### src/rtl/hkf_pkg.sv
package hkf_pkg;

  localparam int CODE_W = 8;
  localparam int CHAR_W = 8;
  localparam logic [CHAR_W-1:0] UNKNOWN_CHAR = 8'h3F;
  localparam logic [CHAR_W-1:0] COLON_CHAR   = 8'h3A;

  // Strobes from control to datapath, one set per port
  typedef struct packed {
    logic capture;       // load the held character this edge
    logic forceUnknown;  // receiver flagged the byte as damaged
  } portStrobe_t;

  // Scan code to ASCII; only the six hex letter keys are recognized
  function automatic logic [CHAR_W-1:0] mapCode(input logic [CODE_W-1:0] code);
    logic [CHAR_W-1:0] ch;
    case (code)
      8'h1C:   ch = 8'h41;
      8'h32:   ch = 8'h42;
      8'h21:   ch = 8'h43;
      8'h23:   ch = 8'h44;
      8'h24:   ch = 8'h45;
      8'h2B:   ch = 8'h46;
      default: ch = UNKNOWN_CHAR;
    endcase
    return ch;
  endfunction

endpackage

### src/rtl/hkf_ctrl.sv
module hkf_ctrl
  import hkf_pkg::*;
#(
  parameter int NUM_PORTS = 2
) (
  input  logic                              clk,
  input  logic                              rstN,
  input  logic        [NUM_PORTS-1:0]       byteValid,
  input  logic        [NUM_PORTS-1:0]       byteErr,
  output portStrobe_t [NUM_PORTS-1:0]       strb,
  output logic        [NUM_PORTS-1:0]       updatePulse
);

  logic [NUM_PORTS-1:0] pulseQ;

  for (genvar p = 0; p < NUM_PORTS; p++) begin : g_port
    always_comb begin
      strb[p].capture      = byteValid[p];
      strb[p].forceUnknown = byteErr[p];
    end

    always_ff @(posedge clk) begin
      if (!rstN) pulseQ[p] <= 1'b0;
      else       pulseQ[p] <= byteValid[p];
    end
  end

  assign updatePulse = pulseQ;

endmodule

### src/rtl/hkf_datapath.sv
module hkf_datapath
  import hkf_pkg::*;
#(
  parameter int NUM_PORTS = 2
) (
  input  logic                               clk,
  input  logic                               rstN,
  input  logic        [NUM_PORTS-1:0][CODE_W-1:0] codeIn,
  input  portStrobe_t [NUM_PORTS-1:0]        strb,
  output logic        [NUM_PORTS-1:0][CHAR_W-1:0] heldChar
);

  for (genvar p = 0; p < NUM_PORTS; p++) begin : g_port
    logic [CHAR_W-1:0] nextChar;
    logic [CHAR_W-1:0] charQ;

    always_comb begin
      if (strb[p].forceUnknown) nextChar = UNKNOWN_CHAR;
      else                      nextChar = mapCode(codeIn[p]);
    end

    always_ff @(posedge clk) begin
      if (!rstN)                charQ <= UNKNOWN_CHAR;
      else if (strb[p].capture) charQ <= nextChar;
    end

    assign heldChar[p] = charQ;
  end

endmodule

### src/rtl/hex_key_filter.sv
module hex_key_filter
  import hkf_pkg::*;
#(
  parameter logic [CHAR_W-1:0] KBD_TAG = 8'h4B,
  parameter logic [CHAR_W-1:0] MSE_TAG = 8'h4D
) (
  input  logic                 clk,
  input  logic                 rstN,
  input  logic [CODE_W-1:0]    kbdByte,
  input  logic                 kbdValid,
  input  logic                 kbdErr,
  input  logic [CODE_W-1:0]    mseByte,
  input  logic                 mseValid,
  input  logic                 mseErr,
  output logic [CHAR_W-1:0]    kbdChar,
  output logic                 kbdUpdate,
  output logic [3*CHAR_W-1:0]  kbdField,
  output logic [CHAR_W-1:0]    mseChar,
  output logic                 mseUpdate,
  output logic [3*CHAR_W-1:0]  mseField
);

  localparam int NUM_PORTS = 2;
  localparam int KBD = 0;
  localparam int MSE = 1;

  portStrobe_t [NUM_PORTS-1:0]             strb;
  logic        [NUM_PORTS-1:0]             upd;
  logic        [NUM_PORTS-1:0][CHAR_W-1:0] held;

  hkf_ctrl #(.NUM_PORTS(NUM_PORTS)) ctrl_i (
    .clk        (clk),
    .rstN       (rstN),
    .byteValid  ({mseValid, kbdValid}),
    .byteErr    ({mseErr, kbdErr}),
    .strb       (strb),
    .updatePulse(upd)
  );

  hkf_datapath #(.NUM_PORTS(NUM_PORTS)) dp_i (
    .clk     (clk),
    .rstN    (rstN),
    .codeIn  ({mseByte, kbdByte}),
    .strb    (strb),
    .heldChar(held)
  );

  assign kbdChar   = held[KBD];
  assign mseChar   = held[MSE];
  assign kbdUpdate = upd[KBD];
  assign mseUpdate = upd[MSE];
  assign kbdField  = {KBD_TAG, COLON_CHAR, held[KBD]};
  assign mseField  = {MSE_TAG, COLON_CHAR, held[MSE]};

endmodule

### config.mk
export PLATFORM = sky130hd
export DESIGN_NAME = hex_key_filter
export DESIGN_NICKNAME = d
export VERILOG_FILES = /design/src/rtl/hkf_pkg.sv /design/src/rtl/hkf_ctrl.sv /design/src/rtl/hkf_datapath.sv /design/src/rtl/hex_key_filter.sv
export SDC_FILE = /design/constraint.sdc
export NUM_CORES = 1
export LEC_CHECK = 0
export BUFFER_PORTS_ARGS = -buffer_cell sky130_fd_sc_hd__buf_2
export CORE_UTILIZATION = 45
export CTS_BUF_LIST = sky130_fd_sc_hd__clkbuf_8
export DETAILED_ROUTE_END_ITERATION = 10
export MAX_ROUTING_LAYER = met4
export PLACE_DENSITY = 0.89
export SYNTH_ARGS = -nofsm -noshare
export SYNTH_HDL_FRONTEND = slang
export SYNTH_HIERARCHICAL = 1
export SYNTH_SLANG_ARGS = --single-unit
### constraint.sdc
create_clock -name clk -period 2.3 [get_ports clk]
set_input_delay 0.46 -clock clk [delete_from_list [all_inputs] [get_ports clk]]
set_output_delay 0.46 -clock clk [all_outputs]
set_load 0.02 [all_outputs]
* After elaboration in Yosys (flattened, before gate mapping)
Index checks and enable logic that the tools add are counted.
W data, S select, Z words.
** Word-level totals
- Bits in registers :: 18
- Input bits :: 22
- Output and inout port bits :: 66
- Word-level logic and storage cells :: 20
** Operators by class
- Equality and inequality tests :: 12
- Mux-type cells :: 4
** Operators with widths (number)
- $pmux W7 S6 :: 2
- $eq A8 B6 Y1 const B :: 10
- $eq A8 B5 Y1 const B :: 2
- $mux W8 :: 2

* Longest topological paths before layout
Gate-level depths: netlist of run 1.
- Word-level depth :: 3
- Gate-level depth with buffers :: 5
- Depth with buffers taken out :: 4

* Cells and area by module
Netlist of run 1, hierarchy kept.
** By module, submodules not included
- hkf_datapath :: instances 1, cells an instance 77, area each 719.4 sq um, seq. area each 200.2 sq um
- hex_key_filter :: instances 1, cells an instance 50, area each 367.9 sq um, seq. area each 0.0 sq um
- hkf_ctrl :: instances 1, cells an instance 8, area each 82.6 sq um, seq. area each 40.0 sq um

* Worst setup path before layout of run 1
OpenSTA, ideal clock, no wires.
- Path type :: input to register
- Start point :: input kbdByte[1]
- End point :: register dp_i.g_port[0].charQ[0]
- Setup time :: 0.135 ns
- Arrival time :: 1.290 ns
- Required time :: 2.165 ns
- Setup slack :: 0.876 ns
- Cell stages on the path :: 4
- Buffers on the path :: 0
- Path through :: nor4b_1 o21ai_1 a31oi_2 o221ai_1
** On the way
- Cells in the longest elaborated chain, start to end :: 3
** Ends and longest elaborated chain
- start, declared :: RTL line hex_key_filter.sv:9 : input logic [CODE_W-1:0] kbdByte,
- $eq A8 B6 Y1 or $eq A8 B5 Y1 (tied branches) :: RTL line hkf_pkg.sv:17 : case (code)
- $pmux W7 S6 * :: RTL line hkf_pkg.sv:17
- $mux W8 * :: RTL line hkf_datapath.sv:18 : if (strb[p].forceUnknown) nextChar = UNKNOWN_CHAR;
- end signal, assigned :: RTL line hkf_datapath.sv:24 : else if (strb[p].capture) charQ <= nextChar;
- end, declared :: RTL line hkf_datapath.sv:15 : logic [CHAR_W-1:0] charQ;
Mark *: on every way between the ends. The rest lies on a longest branch, timed or not.
A chain may end at the register's enable or synchronous reset.

* Worst setup path after layout of run 1
Same ends and word-level chain as after synthesis.

==> reports/results.tsv, run 1 <==
metric	value	unit
cts_setup_buffers	0	
syn_inst	135	
synth_area	0.00117	mm^2
final_max_slew_viol_count	0	
crit_required	2.40	ns
netlist.area_leader.share	0.372	
fmax	667	MHz
path_buf_inv	1	
clk_latency	0.23	ns
path_cells	buf_2, nor4b_1, o21ai_1, a31oi_2, o221ai_1	
routed_wl	1900	um
grt_max_degree	11	
rsz0062_at_grt	no	
p_per_area	466	mW/mm^2
synth_edf_count	0	
antenna_left	0	
dieArea	0.00281	mm^2
antenna_found_initial	0	
status	finished, final reports clean	
cts-buffers-inserted	3	
portBuffers	51	
wl_per_cell	9.89	um
synthTopCellsByCount	58 x buf_4, 12 x dfxtp_1, 6 x nor2_1, 5 x nand2_1	
area_growth	1.28	%
synth_cell_types	39	
skew	0	ns
yosys_warnings	6	
avgSynthCellArea	8.67	um^2
clk_pin_slew_worst_paths	0.05	ns
critPathKind	input port to flop	
crit_arrival	1.60	ns
layout-drive-gt1-share	0.401	
hp-class	flop to flop	
synth_most_common_cell	buf_4	
coreArea	0.00248	mm^2
diodes	0	
die_h	53.0	um
fin_cells	192	
dr.first_iter.drc_count	11	
dp_cells	189	
grt_pass1_vias	711	
period_minus_slack	1.50	ns
maxCapViolCount	0	
grt_first_pass_wirelength	2890	um
vias_per_cell	4.60	
io_pins	88	
crit_family	compound AO/OA/AOI/OAI gates	
min_period_over_period	0.652	
nNetsFinal	186	
vias	884	
timing.setup.tns	0	ns
synth_ff_type	dfxtp_1	
cp-start-kind	input port	
hold_viol	0	
ir_drop	0.000228	V
cts_buffer_depth	2	
cts_hold_buf	0	
row_count	18	
worst_setup_path_end_kind	flop	
start_util	0.472	
cpPeakStageDelay	0.43	ns
cp_slowest_cell	nor4b_1	
route.detailed.drc	0	
htreeDepth	1	
gp_congestion	0.818	
synth.area.top_cells	buf_4 37%, dfxtp_1 21%, nor4b_4 4.1%	
fillers	258	
synth_area_leader_cell	buf_4	
fp.dieW	53.0	um
dr.pass1.iters	3	
hpwl	1600	um
critPathMaxFanout	6	
grt_overflow	0	
cts_resized	0	
cts_root_buf	clkbuf_8	
cts_tree	yes	
ys_seq_area_frac	0.205	
grt.total_usage	0.142	
leakage	0.000563	uW
async_flop_share	0	
synth_seq_cells	12	
setup_viol	0	
cts_sinks	12	
==> worst register-to-register path, delay by kind of cell, from the launching register on <==
kind               cells  cell delay, ns
and+or+nand+nor        2            0.32
DFF                    1            0.34
AOI/OAI and AO/OA      1            0.14
==> placed cells by master (no fill, tap or decap), drive strengths merged, types with 2 or more instances in the layout <==
cell type	synthesis	routed
a21oi	2	2
a31oi	3	3
and2	2	2
and3b	3	3
buf	58	51
clkbuf	0	3
conb	3	34
dfxtp	12	12
inv	3	3
nand2	5	5
nand3	2	2
nor2	6	6
nor3b	4	4
nor4b	4	4
o211ai	2	2
o21a	4	4
o21ai	5	5
o221ai	2	2
==> report_power, final <==
part / total [uW] / internal (uW) / switching, uW
combinational: 152 / 40.4 / 111
sequential: 217 / 214 / 3.21
clock: 183 / 115 / 68.6
==> metal layers <==
metal  up-vias  track usage  part of all wire
met4         0       0.0570            0.0068
met2        46        0.259              0.52
met5         -            -                 0
li1        430            -                 -
met1       406        0.147              0.41
met3         2       0.0287             0.062
==> layout make-up <==
class	instances	area, um^2	share of cell area
multi-input cells	93	599	0.506
repair buffers	51	255	0.215
flip-flops and latches	12	240	0.203
clock buffers	3	41.3	0.0348
well taps	30	37.5	0.0317
inverters	3	11.3	0.00950
==> state kept, by name, summed over array words and instances, names as in the netlist <==
register,count
ctrl_i/updatePulse,2
dp_i/g_port.charQ,10
==> stage by stage <==
stage,setup slack (ns),hold WS [ns],util,instance area [um^2],total power (uW)
6_report,0.801,0.486,0.478,1180,552
5_1_grt,0.668,0.495,0.478,1180,587
4_1_cts,0.798,0.489,0.478,1180,553
3_5_place_dp,0.552,0.478,0.462,1140,372
3_3_place_gp,0.635,0.472,0.462,1140,369
2_1_floorplan,0.876,0.536,-,1290,382
==> cells by family (layout without fill, tap and decap cells) <==
logic type             after synthesis  after routing  share of synthesized area
flip-flops                          12             12                      0.205
AO/OA/AOI/OAI                       23             23                      0.163
AND/OR/NAND/NOR                     35             35                      0.233
XOR/XNOR                             1              1                    0.00749
other                                3             34                    0.00962
buffers and inverters               61             57                      0.382
==> worst paths after layout <==
path / to / startpoint / slack (ns) / depth (start not counted)
max: dp_i/g_port[0].charQ[0]$_SDFFE_PN1P_ / kbdByte[1] / 0.80 / 5
min: dp_i/g_port[1].charQ[6]$_SDFFE_PN0P_ / dp_i/g_port[1].charQ[6]$_SDFFE_PN0P_ / 0.49 / 1
max reg2reg: dp_i/g_port[0].charQ[0]$_SDFFE_PN1P_ / dp_i/g_port[0].charQ[0]$_SDFFE_PN1P_ / 1.42 / 3
min reg2reg: dp_i/g_port[1].charQ[6]$_SDFFE_PN0P_ / dp_i/g_port[1].charQ[6]$_SDFFE_PN0P_ / 0.49 / 1
No activity file was read; power rests on OpenSTA's default activity.
==> run 2: changes to the inputs <==
--- a/config.mk
+++ b/config.mk
@@ -6,11 +6,11 @@
 export NUM_CORES = 1
 export LEC_CHECK = 0
 export BUFFER_PORTS_ARGS = -buffer_cell sky130_fd_sc_hd__buf_2
-export CORE_UTILIZATION = 45
+export CORE_UTILIZATION = 41
 export CTS_BUF_LIST = sky130_fd_sc_hd__clkbuf_8
 export DETAILED_ROUTE_END_ITERATION = 10
 export MAX_ROUTING_LAYER = met4
-export PLACE_DENSITY = 0.89
+export PLACE_DENSITY = 0.82
 export SYNTH_ARGS = -nofsm -noshare
 export SYNTH_HDL_FRONTEND = slang
 export SYNTH_HIERARCHICAL = 1
==> constraint.sdc (replaced) <==
create_clock -name clk -period 1.53 [get_ports clk]
set_input_delay 0.306 -clock clk [delete_from_list [all_inputs] [get_ports clk]]
set_output_delay 0.306 -clock clk [all_outputs]
set_load 0.02 [all_outputs]
==> reports/results.tsv, run 2 (synthesis results as in run 1) <==
metric	value	unit	change
status	finished, final reports clean		unchanged
finalWorstSetupSlack	0.233	ns	was 0.801 ns
cts-buffers-inserted	3		unchanged
grt.total_usage	0.132		was 0.142
fin_cells	195		was 192
timing.setup.tns	0	ns	unchanged
grt_overflow	0		unchanged
fillers	285		was 258
route.detailed.drc	0		unchanged
crit_required	1.64	ns	was 2.40 ns
vias	886		was 884
cts_setup_buffers	0		unchanged
r2r_end	dp_i/g_port[0].charQ[0]$_SDFFE_PN1P_		unchanged
layout_commonest_cell	buf_2		unchanged
path_cells	buf_2, nor4b_1, o21ai_1, a31oi_2, o221ai_1		unchanged
rr_startpoint	dp_i/g_port[0].charQ[0]$_SDFFE_PN1P_		unchanged
worst_setup_path_end_kind	flop		unchanged
cts_tree	yes		unchanged
setup_viol	0		unchanged
ir_drop	0.000479	V	was 0.000228 V
cts_hold_buf	0		unchanged
skew	0	ns	unchanged
clk_pin_slew_worst_paths	0.05	ns	about the same
dieArea	0.00307	mm^2	was 0.00281 mm^2
hp-class	input port to flop		was flop to flop
min_period_over_period	0.848		
critPathMaxFanout	6		unchanged
dr.pass1.iters	6		was 3
routed_wl	1880	um	was 1900 um
hold_end	dp_i/g_port[0].charQ[2]$_SDFFE_PN1P_		was dp_i/g_port[1].charQ[6]$_SDFFE_PN0P_
grt_first_pass_wirelength	3190	um	was 2890 um
cts_root_buf	clkbuf_8		unchanged
hold_viol	0		unchanged
dp_cells	191		was 189
rsz0062_at_grt	no		unchanged
hpwl	1530	um	was 1600 um
reg2reg_slack	0.63	ns	was 1.42 ns
r2r_cells	3		unchanged
cts_resized	0		unchanged
cts_buffer_depth	2		unchanged
die_h	55.4	um	was 53.0 um
hold_start	rstN		was dp_i/g_port[1].charQ[6]$_SDFFE_PN0P_
cp-start-kind	input port		unchanged
diodes	0		unchanged
critPathKind	input port to flop		unchanged
cp_slowest_cell	nor4b_1		unchanged
final_max_slew_viol_count	0		unchanged
antenna_left	0		unchanged
path_buf_inv	1		unchanged
htreeDepth	1		unchanged
dp_worst_setup_slack	-0.00874	ns	was 0.552 ns
row_count	19		was 18
nNetsFinal	187		was 186
antenna_found_initial	0		unchanged
crit_arrival	1.40	ns	was 1.60 ns
largest_reg_flops	10		unchanged
gp_congestion	0.800		was 0.818
p_per_area	744	mW/mm^2	was 466 mW/mm^2
wl_per_cell	9.66	um	was 9.89 um
top_register	dp_i/g_port.charQ		unchanged
io_pins	88		unchanged
coreArea	0.00273	mm^2	was 0.00248 mm^2
clk_latency	0.24	ns	was 0.23 ns
dr.first_iter.drc_count	18		was 11
leakage	0.000576	uW	was 0.000563 uW
crit_family	compound AO/OA/AOI/OAI gates		unchanged
area_growth	3.21	%	was 1.28%
vias_per_cell	4.54		was 4.60
layout-drive-gt1-share	0.409		was 0.401
period_minus_slack	1.30	ns	
maxCapViolCount	0		unchanged
grt_pass1_vias	759		was 711
fin_area	0.00121	mm^2	was 0.00118 mm^2
portBuffers	51		unchanged
fp.dieW	55.4	um	was 53.0 um
layout_common_cells	51 x buf_2, 34 x conb_1, 12 x dfxtp_1		unchanged
hold-path-cell-count	2		was 1
fmax	771	MHz	
hold_ws	0.342	ns	was 0.486 ns
start_util	0.428		was 0.472
grt_max_degree	11		unchanged
dpl_cell_area	0.00115	mm^2	was 0.00114 mm^2
cts_sinks	12		unchanged
cpPeakStageDelay	0.39	ns	was 0.43 ns
run 2: worst max-delay path by stage:
stage / to / depth (start not counted) / from / slack [ns]
2_1_floorplan: dp_i/g_port[0].charQ[0]$_SDFFE_PN1P_ / 4 / kbdByte[1] / 0.26
3_3_place_gp: dp_i/g_port[0].charQ[0]$_SDFFE_PN1P_ / 5 / kbdByte[1] / 0.02
3_5_place_dp: dp_i/g_port[0].charQ[0]$_SDFFE_PN1P_ / 5 / kbdByte[1] / -0.009
4_1_cts: dp_i/g_port[0].charQ[0]$_SDFFE_PN1P_ / 5 / kbdByte[1] / 0.25
5_1_grt: dp_i/g_port[0].charQ[0]$_SDFFE_PN1P_ / 5 / kbdByte[1] / 0.13
6_report: dp_i/g_port[0].charQ[0]$_SDFFE_PN1P_ / 5 / kbdByte[1] / 0.23
run 2: area by class of cell:
| class | instances | area, um^2 | area share |
|---|---|---|---|
| inverter | 3 | 11.3 | 0.00933 |
| timing repair buffer | 52 | 263 | 0.218 |
| clock buffer | 4 | 55.1 | 0.0456 |
| sequential | 12 | 240 | 0.199 |
| tap | 31 | 38.8 | 0.0321 |
| multi-input combinational | 93 | 599 | 0.496 |
run 2: per-layer routing:
layer,share of wire,global-route usage,wire length [um],up-vias
li1,-,-,-,432
met2,0.48,0.213,911,47
met5,0,-,0,-
met4,0,0.0643,0,0
met1,0.45,0.161,850,407
met3,0.064,0.0164,121,0
run 2: stage by stage:
step / utilization / power, uW
after global routing: 0.442 / 943
after detailed placement: 0.422 / 559
after global placement: 0.422 / 557
after floorplan: - / 575
after CTS: 0.442 / 909
final: 0.442 / 899
run 2: where the power goes:
part / leakage (uW) / internal [uW] / switching, uW
clock: 0.0000288 / 227 / 118
sequential: 0.0000981 / 321 / 4.86
combinational: 0.000449 / 61.5 / 166
total: 0.000576 / 610 / 289
==> run 3: changes to the inputs <==
--- a/config.mk
+++ b/config.mk
@@ -6,11 +6,11 @@
 export NUM_CORES = 1
 export LEC_CHECK = 0
 export BUFFER_PORTS_ARGS = -buffer_cell sky130_fd_sc_hd__buf_2
-export CORE_UTILIZATION = 41
+export CORE_UTILIZATION = 37
 export CTS_BUF_LIST = sky130_fd_sc_hd__clkbuf_8
 export DETAILED_ROUTE_END_ITERATION = 10
 export MAX_ROUTING_LAYER = met4
-export PLACE_DENSITY = 0.82
+export PLACE_DENSITY = 0.78
 export SYNTH_ARGS = -nofsm -noshare
 export SYNTH_HDL_FRONTEND = slang
 export SYNTH_HIERARCHICAL = 1
==> constraint.sdc (replaced) <==
create_clock -name clk -period 1.1 [get_ports clk]
set_input_delay 0.22 -clock clk [delete_from_list [all_inputs] [get_ports clk]]
set_output_delay 0.22 -clock clk [all_outputs]
set_load 0.02 [all_outputs]
==> reports/results.tsv, run 3 (synthesis results as in run 1) <==
metric	value	unit	change
grt_pass1_vias	792		was 759
hold_viol	0		unchanged
path_buf_inv	1		unchanged
layout_commonest_cell	buf_2		unchanged
fmax	912	MHz	
crit_required	1.22	ns	was 1.64 ns
cp_slowest_cell	nor4bb_2		was nor4b_1
cts_tree	yes		unchanged
multi_input_area	717	um^2	was 599 um^2
crit_arrival	1.22	ns	was 1.40 ns
leakage	0.000697	uW	was 0.000576 uW
clk_pin_slew_worst_paths	0.05	ns	about the same
p_per_area	879	mW/mm^2	was 744 mW/mm^2
io_pins	88		unchanged
ir_drop	0.000439	V	was 0.000479 V
fin_cells	223		was 195
cts_root_buf	clkbuf_8		unchanged
regArea	243	um^2	was 240 um^2
setup_viol	0		unchanged
cts_buffer_depth	2		unchanged
nNetsFinal	202		was 187
portBuffers	51		unchanged
diodes	0		unchanged
hpwl	1710	um	was 1530 um
wl_per_cell	10.3	um	was 9.66 um
routed_wl	2290	um	was 1880 um
dr.first_iter.drc_count	15		was 18
grt_max_degree	8		was 11
skew	0	ns	unchanged
coreArea	0.00303	mm^2	was 0.00273 mm^2
cpPeakStageDelay	0.32	ns	was 0.39 ns
clk_latency	0.24	ns	about the same
fp.dieW	58.2	um	was 55.4 um
layout-drive-gt1-share	0.531		was 0.409
dieArea	0.00339	mm^2	was 0.00307 mm^2
cts-buffers-inserted	3		unchanged
critPathMaxFanout	2		was 6
row_count	20		was 19
final_max_slew_viol_count	0		unchanged
dr.pass1.iters	4		was 6
dpl_cell_area	0.00128	mm^2	was 0.00115 mm^2
cts_sinks	12		unchanged
layout_common_cells	41 x buf_2, 34 x conb_1, 16 x buf_4		was 51 x buf_2, 34 x conb_1, 12 x dfxtp_1
period_minus_slack	1.10	ns	
hp-class	input port to flop		unchanged
status	finished, final reports clean		unchanged
largest_reg_flops	10		unchanged
antenna_found_initial	0		unchanged
antenna_left	0		unchanged
cp-start-kind	input port		unchanged
dp_cells	218		was 191
grt_first_pass_wirelength	3380	um	was 3190 um
rsz0062_at_grt	yes		was no
maxCapViolCount	0		unchanged
die_h	58.2	um	was 55.4 um
htreeDepth	1		unchanged
gp_congestion	0.849		was 0.800
top_register	dp_i/g_port.charQ		unchanged
worst_setup_path_end_kind	flop		unchanged
vias_per_cell	4.26		was 4.54
area_growth	30.8	%	was 3.21%
vias	951		was 886
fillers	283		was 285
crit_family	simple AND/OR/NAND/NOR gates		was compound AO/OA/AOI/OAI gates
grt_overflow	0		unchanged
route.detailed.drc	0		unchanged
min_period_over_period	0.996		
start_util	0.386		was 0.428
critPathKind	input port to flop		unchanged
path_cells	buf_6, nor4b_4, o211ai_2, nor4bb_2, o21ai_1		was buf_2, nor4b_1, o21ai_1, a31oi_2, o221ai_1
fin_area	0.00153	mm^2	was 0.00121 mm^2
grt.total_usage	0.133		was 0.132
-- run 3: worst reg2reg max path, cell delays in order, from the launching register on --
cell and delay (ns):
dfxtp_1 0.35, nor2_1 0.06, or2_2 0.28, o221ai_1 0.15
-- run 3: layout make-up --
type,count,share of cell area
Multi-Input combinational cell,93,0.469
Timing Repair Buffer,67,0.294
Tap cell,44,0.0360
Clock buffer,4,0.0360
Sequential cell,12,0.159
Inverter,3,0.00736
-- run 3: power breakdown --
part | switching, uW | internal (uW) | total [uW]
sequential | 6.73 | 447 | 453
clock | 163 | 316 | 479
combinational | 261 | 151 | 413
-- run 3: final timing paths --
path / start / endpoint / slack [ns] / cells past startpoint
setup / recovery: mseByte[2] / dp_i/g_port[1].charQ[0]$_SDFFE_PN1P_ / 0.004 / 5
hold / removal: mseByte[4] / dp_i/g_port[1].charQ[2]$_SDFFE_PN1P_ / 0.21 / 2
setup reg to reg: dp_i/g_port[0].charQ[0]$_SDFFE_PN1P_ / dp_i/g_port[0].charQ[0]$_SDFFE_PN1P_ / 0.18 / 3
hold reg to reg: dp_i/g_port[1].charQ[6]$_SDFFE_PN0P_ / dp_i/g_port[1].charQ[6]$_SDFFE_PN0P_ / 0.47 / 1
-- run 3: per-stage QoR --
step / hold WS, ns / total power [uW] / worst slack (ns) / setup TNS [ns] / util
after global placement: 0.456 / 806 / -0.276 / -2.18 / 0.423
after detailed placement: 0.457 / 810 / -0.291 / -2.44 / 0.423
after global routing: 0.217 / 1410 / -0.0339 / -0.178 / 0.505
final: 0.213 / 1350 / 0.00409 / 0 / 0.505
after floorplan: 0.296 / 800 / -0.0715 / -0.288 / -
after CTS: 0.206 / 1310 / -0.0279 / -0.0355 / 0.463
-- run 3: layer usage --
layer  GRT usage  wire (um)  vias to the layer above
met2       0.230       1210                       53
met1       0.150        942                      432
met4      0.0544         14                        0
met5           -          0                        -
met3      0.0246        129                        2
li1            -          -                      464
-- run 3: repair_timing --
action | 4_1_cts | 5_1_grt
resized for setup | 12 | 33
buffers inserted | 1 | 0
pin swaps | 7 | 8
hold buffers | 0 | 0
setup endpoints to repair | 5 | 22
hold endpoints to repair | 0 | 0
